[config.mk]
export PLATFORM = sky130hd
export DESIGN_NAME = lcd_scan_gen
export DESIGN_NICKNAME = d
export VERILOG_FILES = /design/src/rtl/lcd_scan_gen.sv
export SDC_FILE = /design/constraint.sdc
export NUM_CORES = 1
export LEC_CHECK = 0
export BUFFER_PORTS_ARGS = -buffer_cell sky130_fd_sc_hd__buf_2
export CORE_ASPECT_RATIO = 0.7
export CORE_MARGIN = 2
export CORE_UTILIZATION = 30
export CTS_BUF_LIST = sky130_fd_sc_hd__clkbuf_2 sky130_fd_sc_hd__clkbuf_4 sky130_fd_sc_hd__clkbuf_8
export DETAILED_ROUTE_END_ITERATION = 10
export HOLD_SLACK_MARGIN = 0.02
export PLACE_DENSITY_LB_ADDON = 0.12
export SLEW_MARGIN = 10
export SYNTH_ARGS = -nofsm -noshare
export SYNTH_HDL_FRONTEND = slang
export SYNTH_SLANG_ARGS = --single-unit
export TNS_END_PERCENT = 30
[constraint.sdc]
create_clock -name clk -period 8.8 [get_ports clk]
set_input_delay 1.76 -clock clk [delete_from_list [all_inputs] [get_ports clk]]
set_output_delay 1.76 -clock clk [all_outputs]
set_load 0.01 [all_outputs]
[src/rtl/lcd_scan_gen.sv]
module lcd_scan_gen #(
  parameter int CHARS        = 8,
  parameter int CHAR_W       = 5,
  parameter int LINE_LONG    = 400,
  parameter int LINE_SHORT   = 200,
  parameter int BLINK_FRAMES = 32
) (
  input  logic                    clk,
  input  logic                    rst_n,
  input  logic                    two_line,
  input  logic                    tall_font,
  input  logic                    disp_on,
  input  logic                    cursor_on,
  input  logic                    blink_on,
  input  logic [6:0]              cursor_pos,
  output logic [6:0]              pat_addr,
  output logic [3:0]              pat_row,
  input  logic [CHAR_W-1:0]       pat_bits,
  output logic                    seg_d,
  output logic                    seg_shift,
  output logic                    seg_latch,
  output logic [CHARS*CHAR_W-1:0] seg_out,
  output logic [15:0]             com,
  output logic                    m_alt
);
  localparam int SEGS = CHARS * CHAR_W;
  localparam int CW   = $clog2(LINE_LONG + 1);
  localparam int FW   = $clog2(BLINK_FRAMES + 1);

  logic [CW-1:0]   cnt;
  logic [3:0]      row;
  logic [SEGS-1:0] sr;
  logic [FW-1:0]   fcnt;
  logic            blink_ph;

  wire [4:0]    duty     = two_line ? 5'd16 : (tall_font ? 5'd11 : 5'd8);
  wire [CW-1:0] line_len = two_line ? CW'(LINE_SHORT) : CW'(LINE_LONG);
  wire          line_end = cnt >= line_len - CW'(1);
  wire          shifting = cnt < CW'(SEGS);
  wire          last_row = {1'b0, row} >= duty - 5'd1;

  wire [CW-1:0] seg_idx  = CW'(SEGS - 1) - cnt;
  wire [6:0]    char_idx = 7'(seg_idx / CW'(CHAR_W));
  wire [2:0]    col      = 3'(seg_idx % CW'(CHAR_W));

  assign pat_addr = {two_line & row[3], 6'd0} + char_idx;
  assign pat_row  = two_line ? {1'b0, row[2:0]} : row;

  wire cur_row   = pat_row == ((two_line || !tall_font) ? 4'd7 : 4'd10);
  wire at_cursor = cursor_pos == pat_addr;
  wire pixel     = pat_bits[3'(CHAR_W - 1) - col];
  wire dbit      = disp_on & (pixel | (cursor_on & at_cursor & cur_row)
                                    | (blink_on & at_cursor & blink_ph));

  always_ff @(posedge clk or negedge rst_n) begin
    if (!rst_n) begin
      cnt       <= '0;
      row       <= '0;
      sr        <= '0;
      fcnt      <= '0;
      blink_ph  <= 1'b0;
      seg_d     <= 1'b0;
      seg_shift <= 1'b0;
      seg_latch <= 1'b0;
      seg_out   <= '0;
      com       <= '0;
      m_alt     <= 1'b0;
    end else begin
      seg_shift <= 1'b0;
      seg_latch <= 1'b0;
      if (line_end) begin
        cnt       <= '0;
        seg_latch <= 1'b1;
        seg_out   <= sr;
        com       <= 16'd1 << row;
        row       <= last_row ? 4'd0 : row + 4'd1;
        if (row == 4'd0) m_alt <= ~m_alt;
        if (last_row) begin
          if (fcnt == FW'(BLINK_FRAMES - 1)) begin
            fcnt     <= '0;
            blink_ph <= ~blink_ph;
          end else begin
            fcnt <= fcnt + FW'(1);
          end
        end
      end else begin
        cnt <= cnt + CW'(1);
        if (shifting) begin
          sr        <= {sr[SEGS-2:0], dbit};
          seg_d     <= dbit;
          seg_shift <= 1'b1;
        end
      end
    end
  end

  AST_COM_ONEHOT: assert property (@(posedge clk) disable iff (!rst_n)
    $onehot0(com));
  AST_LATCH_ALONE: assert property (@(posedge clk) disable iff (!rst_n)
    seg_latch |-> !seg_shift);
  AST_HOLD_BETWEEN_LATCH: assert property (@(posedge clk) disable iff (!rst_n)
    !seg_latch |-> ($stable(com) && $stable(seg_out)));
  AST_M_AT_COM1: assert property (@(posedge clk) disable iff (!rst_n)
    (m_alt != $past(m_alt)) |-> (seg_latch && com[0]));
  AST_DARK_WHEN_OFF: assert property (@(posedge clk) disable iff (!rst_n)
    (seg_shift && !$past(disp_on)) |-> !seg_d);
endmodule

==> impl_metrics.env, run 1 <==
export IMPL_floorplan_die_height_um=126.9
export IMPL_synthesis_instances=675
export IMPL_ys_types=74
export IMPL_gr_total_overflow=0
export IMPL_cts_sinks=119
export IMPL_crit_required_ns=7.04
export IMPL_status="finished clean"
export IMPL_grt_first_pass_wirelength_mm=26.37
export IMPL_setup_viol=0
export IMPL_tns_ns=0
export IMPL_drt_iter0_drc=316
export IMPL_clock_root_buffer="sky130_fd_sc_hd__clkbuf_8"
export IMPL_critical_path_endpoint_type="output port"
export IMPL_area_sequential_sq_um=2978
export IMPL_crit_family="compound AO/OA/AOI/OAI gates"
export IMPL_die_x_um=179.6
export IMPL_worst_slew_pin_transition_ns=0.9607
export IMPL_num_fill_cells=2123
export IMPL_rows=44
export IMPL_synth_largest_area_cell="sky130_fd_sc_hd__dfrtp_1"
export IMPL_number_of_synthesized_flops_with_an_enable_pin=0
export IMPL_period_minus_slack_ns=7.765
export IMPL_report_final_hold_viol_count=0
export IMPL_yosysMostFrequentCell="sky130_fd_sc_hd__nand2_1"
export IMPL_detailed_place_hpwl_mm=10.85
export IMPL_asyncSetResetFlopFracSynth=1.000
export IMPL_critPathSlowestCell="sky130_fd_sc_hd__ha_1"
export IMPL_ys_top_cells_by_count="sky130_fd_sc_hd__nand2_1 (180), sky130_fd_sc_hd__dfrtp_1 (119), sky130_fd_sc_hd__mux2_2 (46)"
export IMPL_worst_setup_path_start_kind="flip-flop"
export IMPL_detail_route_wl_per_cell_um=15.28
export IMPL_yosysWarnings=0
export IMPL_num_io_pins=90
export IMPL_finalWorstSetupSlack_ns=1.035
export IMPL_cts_max_level=4
export IMPL_max_clock_freq_mhz=128.8
export IMPL_net_count_after_synthesis=716
export IMPL_synth_area_leaders="sky130_fd_sc_hd__dfrtp_1 (46%), sky130_fd_sc_hd__nand2_1 (10%), sky130_fd_sc_hd__mux2_2 (8.0%)"
export IMPL_post_synth_cell_area_avg_sq_um=9.594
export IMPL_yosys_most_used_dff="sky130_fd_sc_hd__dfrtp_1"
export IMPL_die_outline_area_sq_um=22800
export IMPL_antenna_found_initial=0
export IMPL_fp_coreArea_sq_um=20980
export IMPL_firstDrtPassIters=5
export IMPL_worstHoldPathType="flip-flop to flip-flop"
export IMPL_worst_path_largest_cell_delay_ns=0.67
export IMPL_cts_made_buffers=17
export IMPL_slew_headroom=0.3595
export IMPL_detailed_place_area_sq_um=7132
export IMPL_worst_clock_skew_ns=0.01647
export IMPL_pin_count_of_the_biggest_net_entering_global_routing=74
export IMPL_timing_final_crit_share=0.8824
export IMPL_grt_setup_unrepaired="no"
export IMPL_p_per_area_nw_per_um2=152.9
export IMPL_vias_in_the_first_global_route=4932
export IMPL_final_weighted_congestion_in_routability_driven_placement=0.7936
export IMPL_final_net_count=790
export IMPL_finalInstanceArea_sq_um=7559
export IMPL_tritoncts="built"
export IMPL_cts_repair_resized=0
export IMPL_routed_wl_mm=15.86
export IMPL_antenna_cells=0
export IMPL_report_power_total_uw=1155
export IMPL_cts_reportedPaths_clkPinSlew_ns=0.08
export IMPL_grt_util_all_layers=0.1426
export IMPL_synth_top_area_share=0.4598
export IMPL_detailroute_via_count=4966
export IMPL_final_layout_size_suffix_gt1_frac=0.2572
export IMPL_drt_antenna_violating_nets=0
export IMPL_critical_path_most_common_cell="sky130_fd_sc_hd__and3b_1"
export IMPL_synth_seq_area_share=0.4598
export IMPL_route_detailed_vias_per_inst=4.784
export IMPL_max_cap_viol_count=0
export IMPL_critical_path_arrival_ns=6.01
export IMPL_final_max_slew_violation_count=0
export IMPL_timing_critical_path_buf_inv=3
export IMPL_io_buffer_count=89
export IMPL_synthesis_area_sq_um=6476
export IMPL_combined_area_of_the_multi_input_logic_cells_sq_um=3233
export IMPL_place_ws_ns=1.536
export IMPL_initial_utilization=0.3088
export IMPL_setup_worst_path_class="flip-flop to output port"
export IMPL_area_growth_pct=16.71
export IMPL_cts_hold_buf=0
export IMPL_synth_seq_cells=119
export IMPL_worstPathCellList="buf_4, inv_1, ha_1, nor2_1, and4_1, a22o_1, a211oi_4, nand2_1, mux2_2, o221ai_2, and3b_1, a211oi_1, a22oi_2, and3b_1, mux2i_4, o221ai_4, buf_2"
export IMPL_critPathMaxFanout=26
export IMPL_cts_post_setup_buffers_inserted=0
export IMPL_ctsLongestPathBuffers=2
export IMPL_vdd_drop_max_mv=0.08440
export IMPL_power_static_leakage_uw=0.003794
export IMPL_clock_latency_reported_for_the_late_side_of_the_worst_skew_pair_ns=0.43
export IMPL_remaining_drc_errors=0
-- logic make-up (layout without fill, tap and decap cells) --
kind of cell             Yosys count  in the layout  synth area share
buffers and inverters             63            150           0.04289
flip-flops                       119            119            0.4598
multiplexers                      54             54           0.09679
AO/OA/AOI/OAI                     98             98            0.1208
XOR/XNOR                          27             27           0.03980
AND/OR/NAND/NOR                  292            292            0.1975
adder cells (fa/ha/maj)           22             22           0.04250
-- path summary, 6_finish.rpt --
kind	start	endpoint	cells past startpoint	slack (ns)
max	cnt[3]$_DFF_PN0_	pat_addr[0]	17	1.03
min	seg_out[17]$_DFFE_PN0N_	seg_out[17]$_DFFE_PN0N_	2	0.47
max reg2reg	cnt[3]$_DFF_PN0_	sr[0]$_DFFE_PN0P_	22	1.71
min reg2reg	seg_out[17]$_DFFE_PN0N_	seg_out[17]$_DFFE_PN0N_	2	0.47
max in group asynchronous	rst_n	seg_out[28]$_DFFE_PN0N_	2	6.11
min in group asynchronous	rst_n	seg_out[20]$_DFFE_PN0N_	1	1.47
-- flip-flops by register name (all words and copies together), names as in the netlist --
register	cells
cnt	9
com	16
row	4
blink_ph	1
seg_out	40
sr	40
m_alt	1
seg_latch	1
fcnt	6
seg_shift	1
-- layout make-up --
type                    count  area share
clock inverters            15     0.02549
inverters                  24     0.01192
well taps                 276     0.04569
repair buffers             94     0.06423
flip-flops and latches    119      0.3940
clock buffers              17     0.03096
multi-input cells         493      0.4277
-- stage by stage --
stage,std cells,utilization,hold slack (ns)
2_1_floorplan,675,-,0.4420
3_3_place_gp,1006,0.3400,0.4480
3_5_place_dp,1006,0.3400,0.4502
4_1_cts,1038,0.3604,0.4686
5_1_grt,1038,0.3604,0.4887
6_report,1038,0.3604,0.4653
-- worst reg2reg max path, stage by stage (launching register included) --
cell                       delay, ns
sky130_fd_sc_hd__dfrtp_1        0.32
sky130_fd_sc_hd__buf_4          0.28
sky130_fd_sc_hd__inv_1          0.22
sky130_fd_sc_hd__ha_1           0.67
sky130_fd_sc_hd__nor2_1         0.12
sky130_fd_sc_hd__and4_1         0.25
sky130_fd_sc_hd__a22o_1         0.22
sky130_fd_sc_hd__a211oi_4       0.52
sky130_fd_sc_hd__nand2_1        0.18
sky130_fd_sc_hd__mux2_2         0.32
sky130_fd_sc_hd__o221ai_2       0.66
sky130_fd_sc_hd__o32ai_2        0.20
sky130_fd_sc_hd__a211oi_2       0.37
sky130_fd_sc_hd__nand3_1        0.11
sky130_fd_sc_hd__and3b_1        0.30
sky130_fd_sc_hd__o31a_1         0.38
sky130_fd_sc_hd__o221ai_4       0.27
sky130_fd_sc_hd__mux2_2         0.38
sky130_fd_sc_hd__ha_1           0.22
sky130_fd_sc_hd__xnor3_1        0.33
sky130_fd_sc_hd__o311a_1        0.30
sky130_fd_sc_hd__o32a_1         0.32
sky130_fd_sc_hd__o21ai_1        0.08
-- layout by cell type, fill, tap and decap left out, drive strengths merged, types with 3 or more instances in the layout --
| cell type | instances |
|---|---|
| nand2 | 180 |
| mux2i | 7 |
| ha | 22 |
| xor2 | 7 |
| or3 | 4 |
| mux2 | 46 |
| a211o | 4 |
| o31a | 3 |
| and2 | 6 |
| a21o | 4 |
| dfrtp | 119 |
| inv | 29 |
| xnor2 | 19 |
| nand4 | 9 |
| a21oi | 13 |
| o211ai | 6 |
| nand3 | 24 |
| bufinv | 3 |
| nor2b | 6 |
| nor3 | 11 |
| clkbuf | 17 |
| nand2b | 9 |
| clkinv | 6 |
| o21ai | 25 |
| a211oi | 11 |
| a221oi | 3 |
| o221ai | 3 |
| nor2 | 34 |
| buf | 94 |
-- layer usage --
metal	up-vias	wire length, um	global-route usage
met5	-	0	0
met4	0	225	0.04687
met3	16	585	0.02929
met2	103	6521	0.2010
met1	2380	8526	0.2156
li1	2467	-	-
-- power by group --
group	leakage [uW]	switching [uW]	internal, uW
combinational	0.00198	24.9	17.8
clock	0.000214	257	288
sequential	0.00160	10.2	557
(Power assumes the default switching activity.)
==> run 2, diff against run 1 <==
--- a/config.mk
+++ b/config.mk
@@ -11,7 +11,9 @@
 export CORE_UTILIZATION = 30
 export CTS_BUF_LIST = sky130_fd_sc_hd__clkbuf_2 sky130_fd_sc_hd__clkbuf_4 sky130_fd_sc_hd__clkbuf_8
 export DETAILED_ROUTE_END_ITERATION = 10
+export GPL_TIMING_DRIVEN = 0
 export HOLD_SLACK_MARGIN = 0.02
+export MAX_ROUTING_LAYER = met4
 export PLACE_DENSITY_LB_ADDON = 0.12
 export SLEW_MARGIN = 10
 export SYNTH_ARGS = -nofsm -noshare
==> impl_metrics.env, run 2 (synthesis results as in run 1) <==
export IMPL_period_minus_slack_ns=7.669
export IMPL_slew_headroom=0.2723
export IMPL_drt_iter0_drc=297
export IMPL_critical_path_endpoint_type="output port"
export IMPL_worst_path_largest_cell_delay_ns=0.60
export IMPL_area_sequential_sq_um=2978
export IMPL_routed_wl_mm=16.10
export IMPL_final_weighted_congestion_in_routability_driven_placement=0.7803
export IMPL_num_fill_cells=2168
export IMPL_cts_max_level=4
export IMPL_tns_ns=0
export IMPL_timing_critical_path_buf_inv=5
export IMPL_cts_hold_buf=0
export IMPL_worst_clock_skew_ns=0.01403
export IMPL_cts_post_setup_buffers_inserted=0
export IMPL_detailed_place_hpwl_mm=12.03
export IMPL_grt_setup_unrepaired="no"
export IMPL_route_detailed_vias_per_inst=4.793
export IMPL_clock_root_buffer="sky130_fd_sc_hd__clkbuf_8"
export IMPL_remaining_drc_errors=0
export IMPL_timing_final_crit_share=0.8715
export IMPL_pin_count_of_the_biggest_net_entering_global_routing=91
export IMPL_final_max_slew_violation_count=0
export IMPL_grt_first_pass_wirelength_mm=26.94
export IMPL_detailed_place_area_sq_um=7301
export IMPL_setup_viol=0
export IMPL_finalInstanceArea_sq_um=7736
export IMPL_cts_repair_resized=0
export IMPL_firstDrtPassIters=5
export IMPL_biggestRegsByFlops="seg_out (40), sr (40), com (16)"
export IMPL_vdd_drop_max_mv=0.08079
export IMPL_max_clock_freq_mhz=130.4
export IMPL_grt_util_all_layers=0.1509
export IMPL_cts_sinks=119
export IMPL_worst_setup_path_start_kind="flip-flop"
export IMPL_antenna_cells=0
export IMPL_report_final_hold_viol_count=0
export IMPL_io_buffer_count=89
export IMPL_die_outline_area_sq_um=22800
export IMPL_initial_utilization=0.3088
export IMPL_critPathSlowestCell="sky130_fd_sc_hd__mux2i_1"
export IMPL_power_static_leakage_uw=0.003850
export IMPL_tritoncts="built"
export IMPL_num_io_pins=90
export IMPL_die_x_um=179.6
export IMPL_floorplan_die_height_um=126.9
export IMPL_worstHoldPathType="flip-flop to flip-flop"
export IMPL_antenna_found_initial=0
export IMPL_rows=44
export IMPL_detailroute_via_count=5138
export IMPL_clock_latency_reported_for_the_late_side_of_the_worst_skew_pair_ns=0.42
export IMPL_area_growth_pct=19.46
export IMPL_ctsLongestPathBuffers=2
export IMPL_crit_required_ns=7.04
export IMPL_final_net_count=825
export IMPL_detail_route_wl_per_cell_um=15.01
export IMPL_fp_coreArea_sq_um=20980
export IMPL_cts_reportedPaths_clkPinSlew_ns=0.08
export IMPL_final_cell_mix="sky130_fd_sc_hd__nand2_1 (180), sky130_fd_sc_hd__dfrtp_1 (119), sky130_fd_sc_hd__buf_2 (91)"
export IMPL_setup_worst_path_class="flip-flop to output port"
export IMPL_max_cap_viol_count=0
export IMPL_cts_made_buffers=17
export IMPL_leading_cell_type_in_the_layout_fill_and_taps_excluded="sky130_fd_sc_hd__nand2_1"
export IMPL_p_per_area_nw_per_um2=149.4
export IMPL_worstPathCellList="buf_2, inv_1, ha_1, nor2b_1, or3_1, clkbuf_1, a22o_1, a211oi_4, mux2i_1, a22o_1, o21ai_0, a311o_1, a22oi_2, and3b_1, buf_6, mux2i_4, o221ai_4, buf_2"
export IMPL_crit_family="compound AO/OA/AOI/OAI gates"
export IMPL_combined_area_of_the_multi_input_logic_cells_sq_um=3221
export IMPL_critPathMaxFanout=10
export IMPL_final_layout_size_suffix_gt1_frac=0.2487
export IMPL_gr_total_overflow=0
export IMPL_vias_in_the_first_global_route=5134
export IMPL_status="finished clean"
export IMPL_drt_antenna_violating_nets=0
export IMPL_critical_path_arrival_ns=5.91
export IMPL_worst_slew_pin_transition_ns=1.083
==> run 2: cell count changes in the layout (fill, tap and decap cells not counted), moves of 2 or more <==
cell,delta
sky130_fd_sc_hd__buf_6,+4
sky130_fd_sc_hd__buf_4,-2
sky130_fd_sc_hd__clkinvlp_4,+4
sky130_fd_sc_hd__buf_2,+3
sky130_fd_sc_hd__inv_6,-4
sky130_fd_sc_hd__buf_1,+6
sky130_fd_sc_hd__clkbuf_1,+23
==> run 2: final timing paths <==
path | start | to | slack, ns | cells past startpoint
max in group asynchronous | rst_n | seg_out[12]$_DFFE_PN0N_ | 6.84 | 2
setup reg to reg | cnt[3]$_DFF_PN0_ | sr[0]$_DFFE_PN0P_ | 1.81 | 24
hold / removal | seg_out[9]$_DFFE_PN0N_ | seg_out[9]$_DFFE_PN0N_ | 0.46 | 2
hold reg to reg | seg_out[9]$_DFFE_PN0N_ | seg_out[9]$_DFFE_PN0N_ | 0.46 | 2
setup / recovery | cnt[3]$_DFF_PN0_ | pat_addr[0] | 1.13 | 18
min in group asynchronous | rst_n | seg_out[19]$_DFFE_PN0N_ | 1.19 | 1
==> run 2: routing by layer <==
metal | global-route usage | routed length, um | up-vias
met3 | 0.02900 | 567 | 17
li1 | - | - | 2527
met5 | - | 0 | -
met1 | 0.2169 | 8496 | 2497
met4 | 0.04209 | 241 | 0
met2 | 0.2157 | 6790 | 97
==> run 2: final cells by class <==
type / count / share of cell area
plain buffers: 39 / 0.02426
well taps: 276 / 0.04464
flip-flops and latches: 119 / 0.3849
inverters: 24 / 0.01164
repair buffers: 90 / 0.06194
clock buffers: 17 / 0.03024
multi-input cells: 493 / 0.4163
clock inverters: 14 / 0.02604
==> run 2: power by group <==
group / internal [uW] / switching (uW)
Clock: 309 / 234
Sequential: 558 / 9.87
Combinational: 20.0 / 25.6
==> run 2: worst register-to-register path: stages, from the launching register on <==
cell and delay [ns]:
sky130_fd_sc_hd__dfrtp_1 0.49, sky130_fd_sc_hd__buf_2 0.25, sky130_fd_sc_hd__inv_1 0.25, sky130_fd_sc_hd__ha_1 0.33, sky130_fd_sc_hd__nor2b_1 0.10, sky130_fd_sc_hd__or3_1 0.30
sky130_fd_sc_hd__clkbuf_1 0.20, sky130_fd_sc_hd__a22o_1 0.30, sky130_fd_sc_hd__a211oi_4 0.51, sky130_fd_sc_hd__nand4_2 0.24, sky130_fd_sc_hd__mux2i_1 0.37, sky130_fd_sc_hd__o221ai_2 0.29
sky130_fd_sc_hd__and3b_1 0.28, sky130_fd_sc_hd__a211oi_2 0.31, sky130_fd_sc_hd__nand3_1 0.12, sky130_fd_sc_hd__and3b_1 0.19, sky130_fd_sc_hd__buf_6 0.14, sky130_fd_sc_hd__o31a_1 0.33
sky130_fd_sc_hd__o221ai_4 0.30, sky130_fd_sc_hd__mux2_2 0.38, sky130_fd_sc_hd__ha_1 0.22, sky130_fd_sc_hd__xnor3_1 0.34, sky130_fd_sc_hd__o311a_1 0.31, sky130_fd_sc_hd__o32a_1 0.32
sky130_fd_sc_hd__o21ai_1 0.07
==> run 2: per-stage QoR <==
step / cells / hold slack [ns] / worst slack, ns / power (uW) / util
after floorplan: 675 / 0.4420 / 2.563 / 596.8 / -
after global placement: 1040 / 0.4459 / 1.643 / 621.7 / 0.3465
after detailed placement: 1041 / 0.4515 / 1.557 / 625.1 / 0.3481
after CTS: 1072 / 0.4703 / 1.075 / 1175 / 0.3688
after global routing: 1072 / 0.4972 / 0.6342 / 1207 / 0.3688
final: 1072 / 0.4637 / 1.131 / 1156 / 0.3688
==> run 3, diff against run 2 <==
--- a/config.mk
+++ b/config.mk
@@ -14,7 +14,7 @@
 export GPL_TIMING_DRIVEN = 0
 export HOLD_SLACK_MARGIN = 0.02
 export MAX_ROUTING_LAYER = met4
-export PLACE_DENSITY_LB_ADDON = 0.12
+export PLACE_DENSITY = 0.43
 export SLEW_MARGIN = 10
 export SYNTH_ARGS = -nofsm -noshare
 export SYNTH_HDL_FRONTEND = slang
==> impl_metrics.env, run 3 (synthesis results as in run 1) <==
export IMPL_sum_of_routed_wire_segments_on_met1_mm=8.541
export IMPL_grt_first_pass_wirelength_mm=27.13
export IMPL_critical_path_most_common_cell="sky130_fd_sc_hd__buf_2"
export IMPL_antenna_cells=0
export IMPL_clock_root_buffer="sky130_fd_sc_hd__clkbuf_8"
export IMPL_routed_wl_mm=16.31
export IMPL_clock_latency_reported_for_the_late_side_of_the_worst_skew_pair_ns=0.44
export IMPL_die_outline_area_sq_um=22800
export IMPL_setup_worst_path_class="flip-flop to output port"
export IMPL_timing_critical_path_buf_inv=6
export IMPL_floorplan_die_height_um=126.9
export IMPL_period_minus_slack_ns=7.687
export IMPL_stdcell_count=1073
export IMPL_initial_utilization=0.3088
export IMPL_tns_ns=0
export IMPL_num_io_pins=90
export IMPL_critPathSlowestCell="sky130_fd_sc_hd__a211oi_4"
export IMPL_critical_path_arrival_ns=5.93
export IMPL_worst_r2r_setup_slack_ns=1.80
export IMPL_route_detailed_vias_per_inst=4.779
export IMPL_die_x_um=179.6
export IMPL_min_delay_start="seg_out[9]$_DFFE_PN0N_"
export IMPL_worstHoldPathType="flip-flop to flip-flop"
export IMPL_report_final_hold_viol_count=0
export IMPL_timing_rr_end="sr[0]$_DFFE_PN0P_"
export IMPL_area_sequential_sq_um=2978
export IMPL_cts_hold_buf=0
export IMPL_worst_slew_pin_transition_ns=1.092
export IMPL_timing_final_crit_share=0.8735
export IMPL_combined_area_of_the_multi_input_logic_cells_sq_um=3221
export IMPL_worstPathCellList="buf_2, inv_1, ha_1, nor2b_1, or3_1, clkbuf_1, a22o_1, a211oi_4, nand4_2, o21ba_1, o221ai_2, buf_2, o211ai_1, o211ai_1, a21o_1, and3b_1, buf_6, o31a_1, o221ai_4, buf_2"
export IMPL_detailroute_via_count=5128
export IMPL_gr_total_overflow=0
export IMPL_detailroute_wirelength_met2_mm=6.916
export IMPL_cts_repair_resized=0
export IMPL_max_cap_viol_count=0
export IMPL_io_buffer_count=89
export IMPL_ctsLongestPathBuffers=2
export IMPL_biggestRegsByFlops="seg_out (40), sr (40), com (16)"
export IMPL_critical_path_reg2reg_startpoint="cnt[3]$_DFF_PN0_"
export IMPL_leading_cell_type_in_the_layout_fill_and_taps_excluded="sky130_fd_sc_hd__nand2_1"
export IMPL_final_weighted_congestion_in_routability_driven_placement=0.8141
export IMPL_highest_signal_layer="met4"
export IMPL_vdd_drop_max_mv=0.08357
export IMPL_status="finished clean"
export IMPL_remaining_drc_errors=0
export IMPL_cts_made_buffers=17
export IMPL_place_detailed_instances=1041
export IMPL_vias_in_the_first_global_route=5123
export IMPL_final_net_count=825
export IMPL_cts_post_setup_buffers_inserted=0
export IMPL_worst_setup_path_start_kind="flip-flop"
export IMPL_area_growth_pct=18.74
export IMPL_cts_sinks=119
export IMPL_crit_required_ns=7.04
export IMPL_detail_route_wl_per_cell_um=15.20
export IMPL_cts_max_level=4
export IMPL_fp_coreArea_sq_um=20980
export IMPL_grt_setup_unrepaired="no"
export IMPL_antenna_found_initial=0
export IMPL_final_max_slew_violation_count=0
export IMPL_detailed_place_hpwl_mm=12.11
export IMPL_power_static_leakage_uw=0.003846
export IMPL_hold_path_endpoint="seg_out[9]$_DFFE_PN0N_"
export IMPL_critPathMaxFanout=10
export IMPL_final_cell_mix="sky130_fd_sc_hd__nand2_1 (180), sky130_fd_sc_hd__dfrtp_1 (119), sky130_fd_sc_hd__buf_2 (91)"
export IMPL_worst_path_largest_cell_delay_ns=0.51
export IMPL_final_layout_size_suffix_gt1_frac=0.2497
export IMPL_cts_reportedPaths_clkPinSlew_ns=0.08
export IMPL_tritoncts="built"
export IMPL_detailroute_wirelength_met3_um=692
export IMPL_critical_path_endpoint_type="output port"
export IMPL_firstDrtPassIters=4
export IMPL_grt_util_all_layers=0.1528
export IMPL_p_per_area_nw_per_um2=144.5
export IMPL_hold_depth=2
export IMPL_place_ws_ns=1.626
export IMPL_drt_antenna_violating_nets=0
export IMPL_crit_family="compound AO/OA/AOI/OAI gates"
export IMPL_worst_clock_skew_ns=0.01470
export IMPL_num_fill_cells=2153
export IMPL_worstRegToRegCells=25
export IMPL_max_clock_freq_mhz=130.1
export IMPL_slew_headroom=0.2662
export IMPL_drt_iter0_drc=326
export IMPL_finalWorstSetupSlack_ns=1.113
export IMPL_pin_count_of_the_biggest_net_entering_global_routing=89
export IMPL_rows=44
export IMPL_setup_viol=0
==> run 3: cell types whose count changed in the layout (fill, tap and decap cells not counted) <==
cell / before / now
sky130_fd_sc_hd__inv_6: 1 / 10
sky130_fd_sc_hd__clkinvlp_4: 5 / 1
sky130_fd_sc_hd__bufinv_16: 4 / 1
sky130_fd_sc_hd__clkinv_4: 4 / 1
sky130_fd_sc_hd__clkinv_2: 0 / 1
sky130_fd_sc_hd__clkinv_8: 0 / 1
==> run 3: worst max path at each step <==
stage	end	slack, ns	start	cells after the start
after detailed placement	pat_addr[0]	1.63	cnt[3]$_DFF_PN0_	20
final	pat_addr[0]	1.11	cnt[3]$_DFF_PN0_	20
after CTS	pat_addr[0]	1.12	cnt[3]$_DFF_PN0_	20
after global routing	pat_addr[0]	0.61	cnt[3]$_DFF_PN0_	20
after floorplan	pat_addr[0]	2.56	cnt[3]$_DFF_PN0_	17
after global placement	pat_addr[0]	1.70	cnt[3]$_DFF_PN0_	19
==> run 3: power by group <==
part / internal [uW] / switching, uW
Clock: 234 / 264
Combinational: 20.1 / 25.6
Sequential: 557 / 9.96
Total: 812 / 299
==> run 3: worst reg2reg max path, stage by stage, from the launching register on <==
cell	delay, ns
sky130_fd_sc_hd__dfrtp_1	0.49
sky130_fd_sc_hd__buf_2	0.24
sky130_fd_sc_hd__inv_1	0.25
sky130_fd_sc_hd__ha_1	0.34
sky130_fd_sc_hd__nor2b_1	0.10
sky130_fd_sc_hd__or3_1	0.30
sky130_fd_sc_hd__clkbuf_1	0.21
sky130_fd_sc_hd__a22o_1	0.31
sky130_fd_sc_hd__a211oi_4	0.51
sky130_fd_sc_hd__nand4_2	0.26
sky130_fd_sc_hd__o21ba_1	0.26
sky130_fd_sc_hd__o221ai_2	0.41
sky130_fd_sc_hd__buf_2	0.30
sky130_fd_sc_hd__o211ai_1	0.11
sky130_fd_sc_hd__o211ai_1	0.13
sky130_fd_sc_hd__a21o_1	0.13
sky130_fd_sc_hd__and3b_1	0.19
sky130_fd_sc_hd__buf_6	0.14
sky130_fd_sc_hd__o31a_1	0.33
sky130_fd_sc_hd__o221ai_4	0.27
sky130_fd_sc_hd__mux2_2	0.38
sky130_fd_sc_hd__ha_1	0.22
sky130_fd_sc_hd__xnor3_1	0.35
sky130_fd_sc_hd__o311a_1	0.31
sky130_fd_sc_hd__o32a_1	0.32
sky130_fd_sc_hd__o21ai_1	0.07
==> run 3: per-stage QoR <==
step	total power, uW	utilization	hold slack (ns)	instance area (sq um)
finish	1111	0.3666	0.4639	7690
global route	1166	0.3666	0.4996	7690
CTS	1128	0.3666	0.4724	7690
detailed placement	625.5	0.3481	0.4502	7301
global placement	621.6	0.3465	0.4459	7267
floorplan	596.8	-	0.4420	6476
==> run 3: per-layer routing <==
metal / up-vias / track usage
met4: 0 / 0.03491
met1: 2487 / 0.2189
li1: 2532 / -
met3: 10 / 0.03531
met5: - / -
met2: 99 / 0.2182
==> run 3: area by class of cell <==
| class | instances | area share |
|---|---|---|
| Tap cell | 276 | 0.04491 |
| Sequential cell | 119 | 0.3872 |
| Buffer | 39 | 0.02441 |
| Clock inverter | 15 | 0.02018 |
| Multi-Input combinational cell | 493 | 0.4188 |
| Inverter | 24 | 0.01171 |
| Clock buffer | 17 | 0.03043 |
| Timing Repair Buffer | 90 | 0.06232 |
